<file path="src/rtl/shcfg_pkg.sv">
package shcfg_pkg;

  localparam int DW = 8;

  // {implemented, mask}
  function automatic logic [DW:0] wr_mask(input logic [7:0] idx);
    logic [DW:0] r;
    case (idx)
      8'h05:                      r = 9'h13F;
      8'h06:                      r = 9'h1BC;
      8'h07:                      r = 9'h10F;
      8'h10:                      r = 9'h13D;
      8'h11, 8'h12, 8'h13:        r = 9'h18D;
      8'h14, 8'h15, 8'h16, 8'h17: r = 9'h17F;
      8'h18:                      r = 9'h1F3;
      8'h19, 8'h1A:               r = 9'h17F;
      8'h1B:                      r = 9'h1FF;
      8'h1C:                      r = 9'h1B3;
      default:                    r = 9'h000;
    endcase
    return r;
  endfunction

  function automatic logic [DW-1:0] rst_val(input logic [7:0] idx);
    logic [DW-1:0] r;
    case (idx)
      8'h05:   r = 8'h05;
      8'h1B:   r = 8'h60;
      default: r = 8'h00;
    endcase
    return r;
  endfunction

endpackage

</file>
<file path="src/rtl/shcfg_busif.sv">
module shcfg_busif #(
  parameter int          AW         = 16,
  parameter int          DW         = 8,
  parameter logic [15:0] INDEX_PORT = 16'h0022,
  parameter logic [15:0] DATA_PORT  = 16'h0023
) (
  input  logic          clk,
  input  logic          rst,
  input  logic [AW-1:0] io_addr,
  input  logic          io_wr,
  input  logic          io_rd,
  input  logic [DW-1:0] io_wdata,
  input  logic [DW-1:0] reg_rdata,
  output logic [7:0]    idx,
  output logic          reg_wr,
  output logic [DW-1:0] io_rdata
);

  localparam logic [DW-1:0] FLOAT = '1;

  logic hit_index, hit_data;
  assign hit_index = (io_addr == AW'(INDEX_PORT));
  assign hit_data  = (io_addr == AW'(DATA_PORT));
  assign reg_wr    = io_wr && hit_data;

  always_ff @(posedge clk) begin
    if (rst) begin
      idx      <= '0;
      io_rdata <= FLOAT;
    end else begin
      if (io_wr && hit_index) idx <= io_wdata[7:0];
      if (io_rd) io_rdata <= hit_data ? reg_rdata : FLOAT;
    end
  end

  // a read of a port other than the data port returns all ones
  a_r2_other_port_ff: assert property (@(posedge clk) disable iff (rst)
    io_rd && !hit_data |=> io_rdata == FLOAT);

  // read data holds while no read strobe is seen
  a_r2_hold_idle: assert property (@(posedge clk) disable iff (rst)
    !io_rd |=> $stable(io_rdata));

endmodule

</file>
<file path="src/rtl/shcfg_regbank.sv">
module shcfg_regbank
  import shcfg_pkg::*;
#(
  parameter int NUM_REGS = 32,
  parameter int RW       = 8
) (
  input  logic                 clk,
  input  logic                 rst,
  input  logic                 wr_en,
  input  logic [7:0]           idx,
  input  logic [RW-1:0]        wdata,
  output logic [RW-1:0]        rdata,
  output logic [NUM_REGS*RW-1:0] flat
);

  localparam int IW = $clog2(NUM_REGS);

  logic [RW-1:0] regs [NUM_REGS];
  logic [RW:0]   m;
  logic          in_range, hit;
  logic [IW-1:0] aidx;

  always_comb begin
    m        = wr_mask(idx);
    in_range = int'(idx) < NUM_REGS;
    hit      = in_range && m[RW];
    aidx     = idx[IW-1:0];
  end

  always_ff @(posedge clk) begin
    if (rst) begin
      for (int i = 0; i < NUM_REGS; i++) regs[i] <= rst_val(8'(i));
    end else if (wr_en && hit) begin
      regs[aidx] <= wdata & m[RW-1:0];
    end
  end

  assign rdata = in_range ? regs[aidx] : '0;

  for (genvar g = 0; g < NUM_REGS; g++) begin : g_flat
    assign flat[g*RW +: RW] = regs[g];
  end

  // data writes to an unimplemented index leave every register untouched
  a_r4_unlisted_hold: assert property (@(posedge clk) disable iff (rst)
    wr_en && !hit |=> $stable(flat));

  // bits outside the mask are zero after a write
  a_r3_mask_clear: assert property (@(posedge clk) disable iff (rst)
    wr_en && hit |=> (regs[$past(aidx)] & ~$past(m[RW-1:0])) == '0);

endmodule

</file>
<file path="src/rtl/shcfg_seg_decode.sv">
module shcfg_seg_decode #(
  parameter int AW      = 20,
  parameter int SUB_SEG = 4,
  parameter int BIG_SEG = 3
) (
  input  logic                       rd,
  input  logic                       wr,
  input  logic [AW-1:0]              addr,
  input  logic [1:0]                 video_en,
  input  logic [SUB_SEG+BIG_SEG-1:0] rd_en,
  input  logic [SUB_SEG+BIG_SEG-1:0] wr_en,
  output logic                       internal
);

  localparam int SEGN = SUB_SEG + BIG_SEG;
  localparam int SW   = $clog2(SUB_SEG);

  logic [3:0]    seg;
  logic [SW-1:0] sub;
  logic [SEGN-1:0] sel;
  logic rd_int, wr_int, any;

  assign seg = addr[AW-1 -: 4];
  assign sub = addr[AW-5 -: SW];

  // one-hot segment select for the ROM/BIOS area
  for (genvar g = 0; g < SEGN; g++) begin : g_sel
    if (g < SUB_SEG) begin : g_small
      assign sel[g] = (seg == 4'hC) && (sub == SW'(g));
    end else begin : g_large
      assign sel[g] = (seg == 4'(13 + g - SUB_SEG));
    end
  end

  always_comb begin
    if (seg < 4'hA) begin
      rd_int = 1'b1;
      wr_int = 1'b1;
    end else if (seg == 4'hA) begin
      rd_int = video_en[0];
      wr_int = video_en[0];
    end else if (seg == 4'hB) begin
      rd_int = video_en[1];
      wr_int = video_en[1];
    end else begin
      rd_int = |(sel & rd_en);
      wr_int = |(sel & wr_en);
    end
    any      = rd || wr;
    internal = any && (!rd || rd_int) && (!wr || wr_int);
  end

endmodule

</file>
<file path="src/rtl/shadow_cfg_ctrl.sv">
module shadow_cfg_ctrl #(
  parameter int NUM_REGS = 32,
  parameter int IO_AW    = 16,
  parameter int MEM_AW   = 20
) (
  input  logic              clk,
  input  logic              rst,
  input  logic [IO_AW-1:0]  io_addr,
  input  logic              io_wr,
  input  logic              io_rd,
  input  logic [7:0]        io_wdata,
  output logic [7:0]        io_rdata,
  input  logic [MEM_AW-1:0] mem_addr,
  input  logic              mem_rd,
  input  logic              mem_wr,
  output logic              mem_internal,
  output logic [1:0]        gate_feat_en
);

  localparam int RW       = 8;
  localparam int IDX_VID  = 'h18;
  localparam int IDX_RDEN = 'h19;
  localparam int IDX_WREN = 'h1A;
  localparam int IDX_GATE = 'h1C;

  logic [7:0]             idx;
  logic                   reg_wr;
  logic [RW-1:0]          reg_rdata;
  logic [NUM_REGS*RW-1:0] flat;
  logic [RW-1:0]          r_vid, r_rden, r_wren, r_gate;

  shcfg_busif #(.AW(IO_AW), .DW(RW)) u_busif (
    .clk(clk), .rst(rst), .io_addr(io_addr), .io_wr(io_wr), .io_rd(io_rd),
    .io_wdata(io_wdata), .reg_rdata(reg_rdata), .idx(idx), .reg_wr(reg_wr),
    .io_rdata(io_rdata)
  );

  shcfg_regbank #(.NUM_REGS(NUM_REGS), .RW(RW)) u_bank (
    .clk(clk), .rst(rst), .wr_en(reg_wr), .idx(idx), .wdata(io_wdata),
    .rdata(reg_rdata), .flat(flat)
  );

  assign r_vid  = flat[IDX_VID*RW  +: RW];
  assign r_rden = flat[IDX_RDEN*RW +: RW];
  assign r_wren = flat[IDX_WREN*RW +: RW];
  assign r_gate = flat[IDX_GATE*RW +: RW];

  shcfg_seg_decode #(.AW(MEM_AW)) u_dec (
    .rd(mem_rd), .wr(mem_wr), .addr(mem_addr), .video_en(r_vid[1:0]),
    .rd_en(r_rden[6:0]), .wr_en(r_wren[6:0]), .internal(mem_internal)
  );

  assign gate_feat_en = r_gate[5:4];

  // conventional memory is always internal for a strobed access
  a_r10_low_internal: assert property (@(posedge clk) disable iff (rst)
    (mem_rd || mem_wr) && mem_addr < MEM_AW'('hA0000) |-> mem_internal);

  // no strobe, no internal select
  a_r10_idle_external: assert property (@(posedge clk) disable iff (rst)
    !(mem_rd || mem_wr) |-> !mem_internal);

endmodule

</file>
<file path="config.mk">
export PLATFORM = sky130hd
export DESIGN_NAME = shadow_cfg_ctrl
export DESIGN_NICKNAME = d
export VERILOG_FILES = /design/src/rtl/shcfg_pkg.sv /design/src/rtl/shcfg_busif.sv /design/src/rtl/shcfg_regbank.sv /design/src/rtl/shcfg_seg_decode.sv /design/src/rtl/shadow_cfg_ctrl.sv
export SDC_FILE = /design/constraint.sdc
export NUM_CORES = 1
export LEC_CHECK = 0
export ABC_AREA = 1
export BUFFER_PORTS_ARGS = -buffer_cell sky130_fd_sc_hd__buf_4
export CAP_MARGIN = 20
export CORE_AREA = 2 2 144 174
export CTS_BUF_LIST = sky130_fd_sc_hd__clkbuf_4
export DETAILED_ROUTE_END_ITERATION = 8
export DIE_AREA = 0 0 146 176
export PLACE_DENSITY = 0.78
export SETUP_SLACK_MARGIN = 0.1
export SYNTH_ARGS = -nofsm -noshare
export SYNTH_HDL_FRONTEND = slang
export SYNTH_SLANG_ARGS = --single-unit
</file>
<file path="constraint.sdc">
create_clock -name clk -period 2.73 [get_ports clk]
set_input_delay 0.273 -clock clk [delete_from_list [all_inputs] [get_ports clk]]
set_output_delay 0.273 -clock clk [all_outputs]
set_load 0.02 [all_outputs]
</file>
# Word level (Yosys, flattened, before mapping)

Memory sizes are Yosys's and may differ from the RTL's. A register that Yosys moved wholly into a read port is not among the register bits.
Cells that the tools add are included.

$lt $le $gt $ge: 2
Eq/ne operators: 11
Muxes and demuxes: 24
Bitwise logic cells: 3
Reductions and logical operators: 20

Operators with widths:

| kind                                                | number |
|---|---|
| two-way mux 8 bit                                   | 6 |
| == test 16 x 6 -> 1 bit (second input constant)     | 2 |
| two-way mux 5 bit                                   | 5 |
| == test 4 bit (second input constant)               | 6 |
| AND 7 bit                                           | 2 |
| OR reduction 7 bit                                  | 2 |
| two-way mux 1 bit                                   | 12 |
| logical AND 1 bit                                   | 10 |
| two-way mux 9 bit                                   | 1 |
| AND 8 bit                                           | 1 |
| < comparator 8 x 6 -> 1 bit (second input constant) | 1 |
| OR reduction 8 bit                                  | 1 |
| == test 2 bit (second input constant)               | 2 |
| < comparator 4 bit (second input constant)          | 1 |
| zero test 3 bit                                     | 1 |
| logical OR 1 bit                                    | 3 |
| == test 2 x 1 -> 1 bit (second input constant)      | 1 |
| zero test 1 bit                                     | 2 |
| zero test 2 bit                                     | 1 |

Flip-flop bits (word level): 16
Bits in writable memories: 256
Bits in read-only memories: 288
Bits of input ports: 50
Output and inout bits: 11
Word-level logic and storage cells: 64
Memories: 2

Memory list:

| name            | words | bits a word | rd ports | clocked after memory_dff | wr ports | RTL line            | text |
|---|---|---|---|---|---|---|---|
| (no name shown) | 32    | 9           | 1        | 1                        | 0        | shcfg_pkg.sv:8      | `case (idx)` |
| u_bank.regs     | 32    | 8           | 5        | 1                        | 32       | shcfg_regbank.sv:18 | `logic [RW-1:0] regs [NUM_REGS];` |

# Longest topological paths before layout

Word-level depth: 10
Mapped depth: 14
Gate-level depth less buffers: 13

# Cells and area by module

From an unflattened synthesis, not the netlist that was laid out.

Cell total of the unflattened synthesis: 1489
Area, all modules: 12997.5 um^2

Modules (own cells, without submodules):

| module           | instances | cells an instance | area an instance (um^2) | seq. area each (um^2) |
|---|---|---|---|---|
| shcfg_regbank    | 1         | 1320              | 11967.7                 | 7687.4 |
| shcfg_busif      | 1         | 115               | 765.7                   | 320.3 |
| shcfg_seg_decode | 1         | 54                | 264.0                   | 0.0 |

# Least setup slack after synthesis

Ideal clock, no wire load.

Path kind: reg2reg
From: reg u_busif.idx[7]
To: mem u_bank.regs[12][0], enable pin
Setup time: 329 ps
Data arrival time: 1644 ps
Required time: 2401 ps
Slack: 757 ps
Stages on the path, launching flop included: 7
Buffers on the path: 1
Clock period less this slack: 1973 ps
Path through: dfxtp_1 -> nor3_4 -> nand4_2 -> nor2_4 -> buf_12 -> nand4_4 -> nand2_1

RTL lines:

| what                   | RTL line            | text |
|---|---|---|
| start, declared        | shcfg_busif.sv:14   | `output logic [7:0] idx,` |
| start signal, assigned | shcfg_busif.sv:31   | `if (io_wr && hit_index) idx <= io_wdata[7:0];` |
| end, declared          | shcfg_regbank.sv:18 |  |

==> impl_metrics.py <==
metrics = {
    "floorplan": {
        "die_w_um": 146,
        "row_count": 62,
        "ioPinCount": 61,
        "core_area_um2": 23900,
        "dieArea_um2": 25700,
        "initial_core_util_pct": 59.2,
        "die_h_um": 176,
    },
    "layout": {
        "nets": 1597,
        "mostFrequentLayoutCells": "487 x nand2_1, 256 x edfxtp_1, 205 x nand3_1",
        "syn2layout_area_growth_pct": 12.0,
        "stdcell_area_um2": 15900,
        "drive_above_1_share_pct": 23.2,
        "final_common_cell": "nand2_1",
    },
    "setup_path": {
        "cp_max_fo": 48,
        "path_class": "reg2reg",
        "worstPathArrival_ns": 3.08,
        "cp-end-kind": "flop",
        "required_ns": 3.29,
        "start_kind": "flop",
    },
    "logic_synthesis": {
        "ys_types": 31,
        "yosys_warnings": 0,
        "synth_seq_cells": 284,
        "synth_area_um2": 14100,
        "synth.net_count": 1536,
        "syn_avg_cell_area_um2": 9.53,
        "ys_seq_area_share_pct": 58.3,
        "synthCells": 1484,
    },
    "pwr": {
        "p_comb_share_pct": 3.6,
        "ir_drop_uv": 401,
        "p_switching_mw": 1.88,
        "p_int_mw": 6.86,
        "clock_power_share_pct": 40.4,
        "power_mw": 8.74,
        "switching_share_pct": 21.6,
        "total_leakage_power_nw": 6.02,
        "seqPwrFrac_pct": 56.0,
        "cellPowerDensity_nw_per_um2": 551,
    },
    "detailed_routing": {
        "drt_iter0_markers": 1126,
        "wl_per_cell_um": 17.7,
        "drc_errors": 0,
        "vias_per_cell": 5.60,
        "first_pass_iters": 5,
        "wirelength_um": 34000,
        "num_vias": 10726,
        "ant_nets": 0,
    },
    "placed_design": {
        "placed_cell_area_um2": 14900,
        "hpwl_um": 22000,
        "port_buffers": 46,
        "pre_cts_slack_ns": 0.276,
        "gp_congestion": 0.869,
    },
    "sta": {
        "rsz0062_at_grt": "no",
        "max_freq_ghz": 0.397,
        "setup_slack_ns": 0.209,
        "hold_slack_ns": 0.0711,
        "skew_ns": 0.0419,
        "maxSlewViolCount": 0,
        "setup_violations": 0,
        "slew_headroom_pct": 48.0,
        "tightestPinTransition_ns": 0.778,
        "period_share_pct": 92.3,
        "hold_viol": 0,
        "fin_tns_setup_ns": 0,
        "period_minus_slack_ns": 2.52,
    },
    "run_status": {
        "status": "finished, final reports clean",
    },
    "clock_network": {
        "cts-hold-fix-buffers": 9,
        "post_cts_buffers": 0,
        "cts.sinks": 284,
        "insertion_delay_ns": 0.69,
        "cts_resized": 0,
        "path_clk_slew_ns": 0.07,
        "cts_buffer_depth": 3,
        "cts_tree": "yes",
        "cts_root_buf": "clkbuf_4",
        "htreeDepth": 3,
        "cts_buffers": 69,
    },
    "run": {
        "drv_cap": 0,
    },
    "grt": {
        "antenna_found_initial": 1,
        "grt_pass1_vias": 10462,
        "grt_max_degree": 129,
        "grt_pass1_wl_um": 54100,
        "grt_overflow": 0,
        "track_usage_pct": 27.0,
    },
    "worst_hold_path": {
        "holdCritPathClass": "in2reg",
    },
}
-- critical path, cell delays in order (launching register included) --
cell           delay (ns)
dfxtp_4              0.37
clkinv_2             0.20
buf_12               0.27
nand2_1              0.08
nand3_1              0.10
nand2_1              0.12
nand2_1              0.05
nand3_1              0.13
nand3_1              0.17
nand3_1              0.17
nand2_1              0.07
nand2_1              0.08
nand2_1              0.04
dlygate4sd3_1        0.54
-- stage by stage --
step	util [%]	instances
6_report	66.3	1915
5_1_grt	66.3	1915
4_1_cts	66.3	1914
3_5_place_dp	62.2	1785
3_3_place_gp	62.2	1785
2_1_floorplan	-	1484
-- cells in the mapped netlist (all sizes together) --
master	instances	share of area, %
inv	45	1.2
ha	2	0.18
or2	1	0.044
nor3b	1	0.053
nand4	44	5.2
nand3	213	7.5
a32oi	1	0.062
o21ai	5	0.18
clkbuf	23	0.61
nand3b	2	0.11
edfxtp	256	54
o211ai	3	0.23
clkinv	1	0.027
nor2	285	10
dfxtp	28	4.0
buf	70	2.4
and3	1	0.044
nor3	4	0.22
nand2	487	13
a21oi	12	0.42
-- sequential cells by signal (all words and copies together), names as in the netlist, named ones only --
register          flops
u_bank.regs         256
u_busif.io_rdata      8
u_busif.idx           8
-- worst paths after layout --
path              depth (start not counted)                                to  slack (ns)                   startpoint
setup / recovery                         13  u_busif.io_rdata[5]$_SDFFE_PP1P_        0.21                         flop
hold / removal                            5       u_busif.idx[3]$_SDFFE_PP0P_        0.07                  io_wdata[3]
setup reg to reg                         13  u_busif.io_rdata[5]$_SDFFE_PP1P_        0.21                         flop
hold reg to reg                           2       u_busif.idx[5]$_SDFFE_PP0P_        0.48  u_busif.idx[5]$_SDFFE_PP0P_
-- cell type report --
class	instances	area, µm²
clock inverters	18	123
flip-flops and latches	284	8250
well taps	320	400
inverters	46	174
repair buffers	83	796
clock buffers	102	766
diodes	1	2.50
multi-input cells	1061	5340
fillers	1883	8040
-- power by group through the flow --
| stage | Combinational [mW] | Clock, mW | Sequential (mW) |
|---|---|---|---|
| final | 0.315 | 3.53 | 4.89 |
| after global routing | 0.347 | 3.80 | 4.90 |
| after CTS | 0.314 | 3.57 | 4.89 |
| after detailed placement | 0.302 | 0 | 4.98 |
| after global placement | 0.295 | 0 | 4.98 |
| after floorplan | 0.177 | 0 | 4.98 |
-- per-layer routing --
layer / global-route usage, % / routed length (µm)
met5: 0 / 0
met4: 11.0 / 992
met3: 5.66 / 3190
met2: 45.8 / 16900
met1: 34.2 / 12900
-- kinds of logic after synthesis --
family,count (synthesis),share of synthesized area [%]
simple gates,1038,36.4
fa+ha+maj,2,0.177
compound gates,21,0.893
buf+inv,139,4.27
flops,284,58.3
Power figures use the tool's default switching activity.
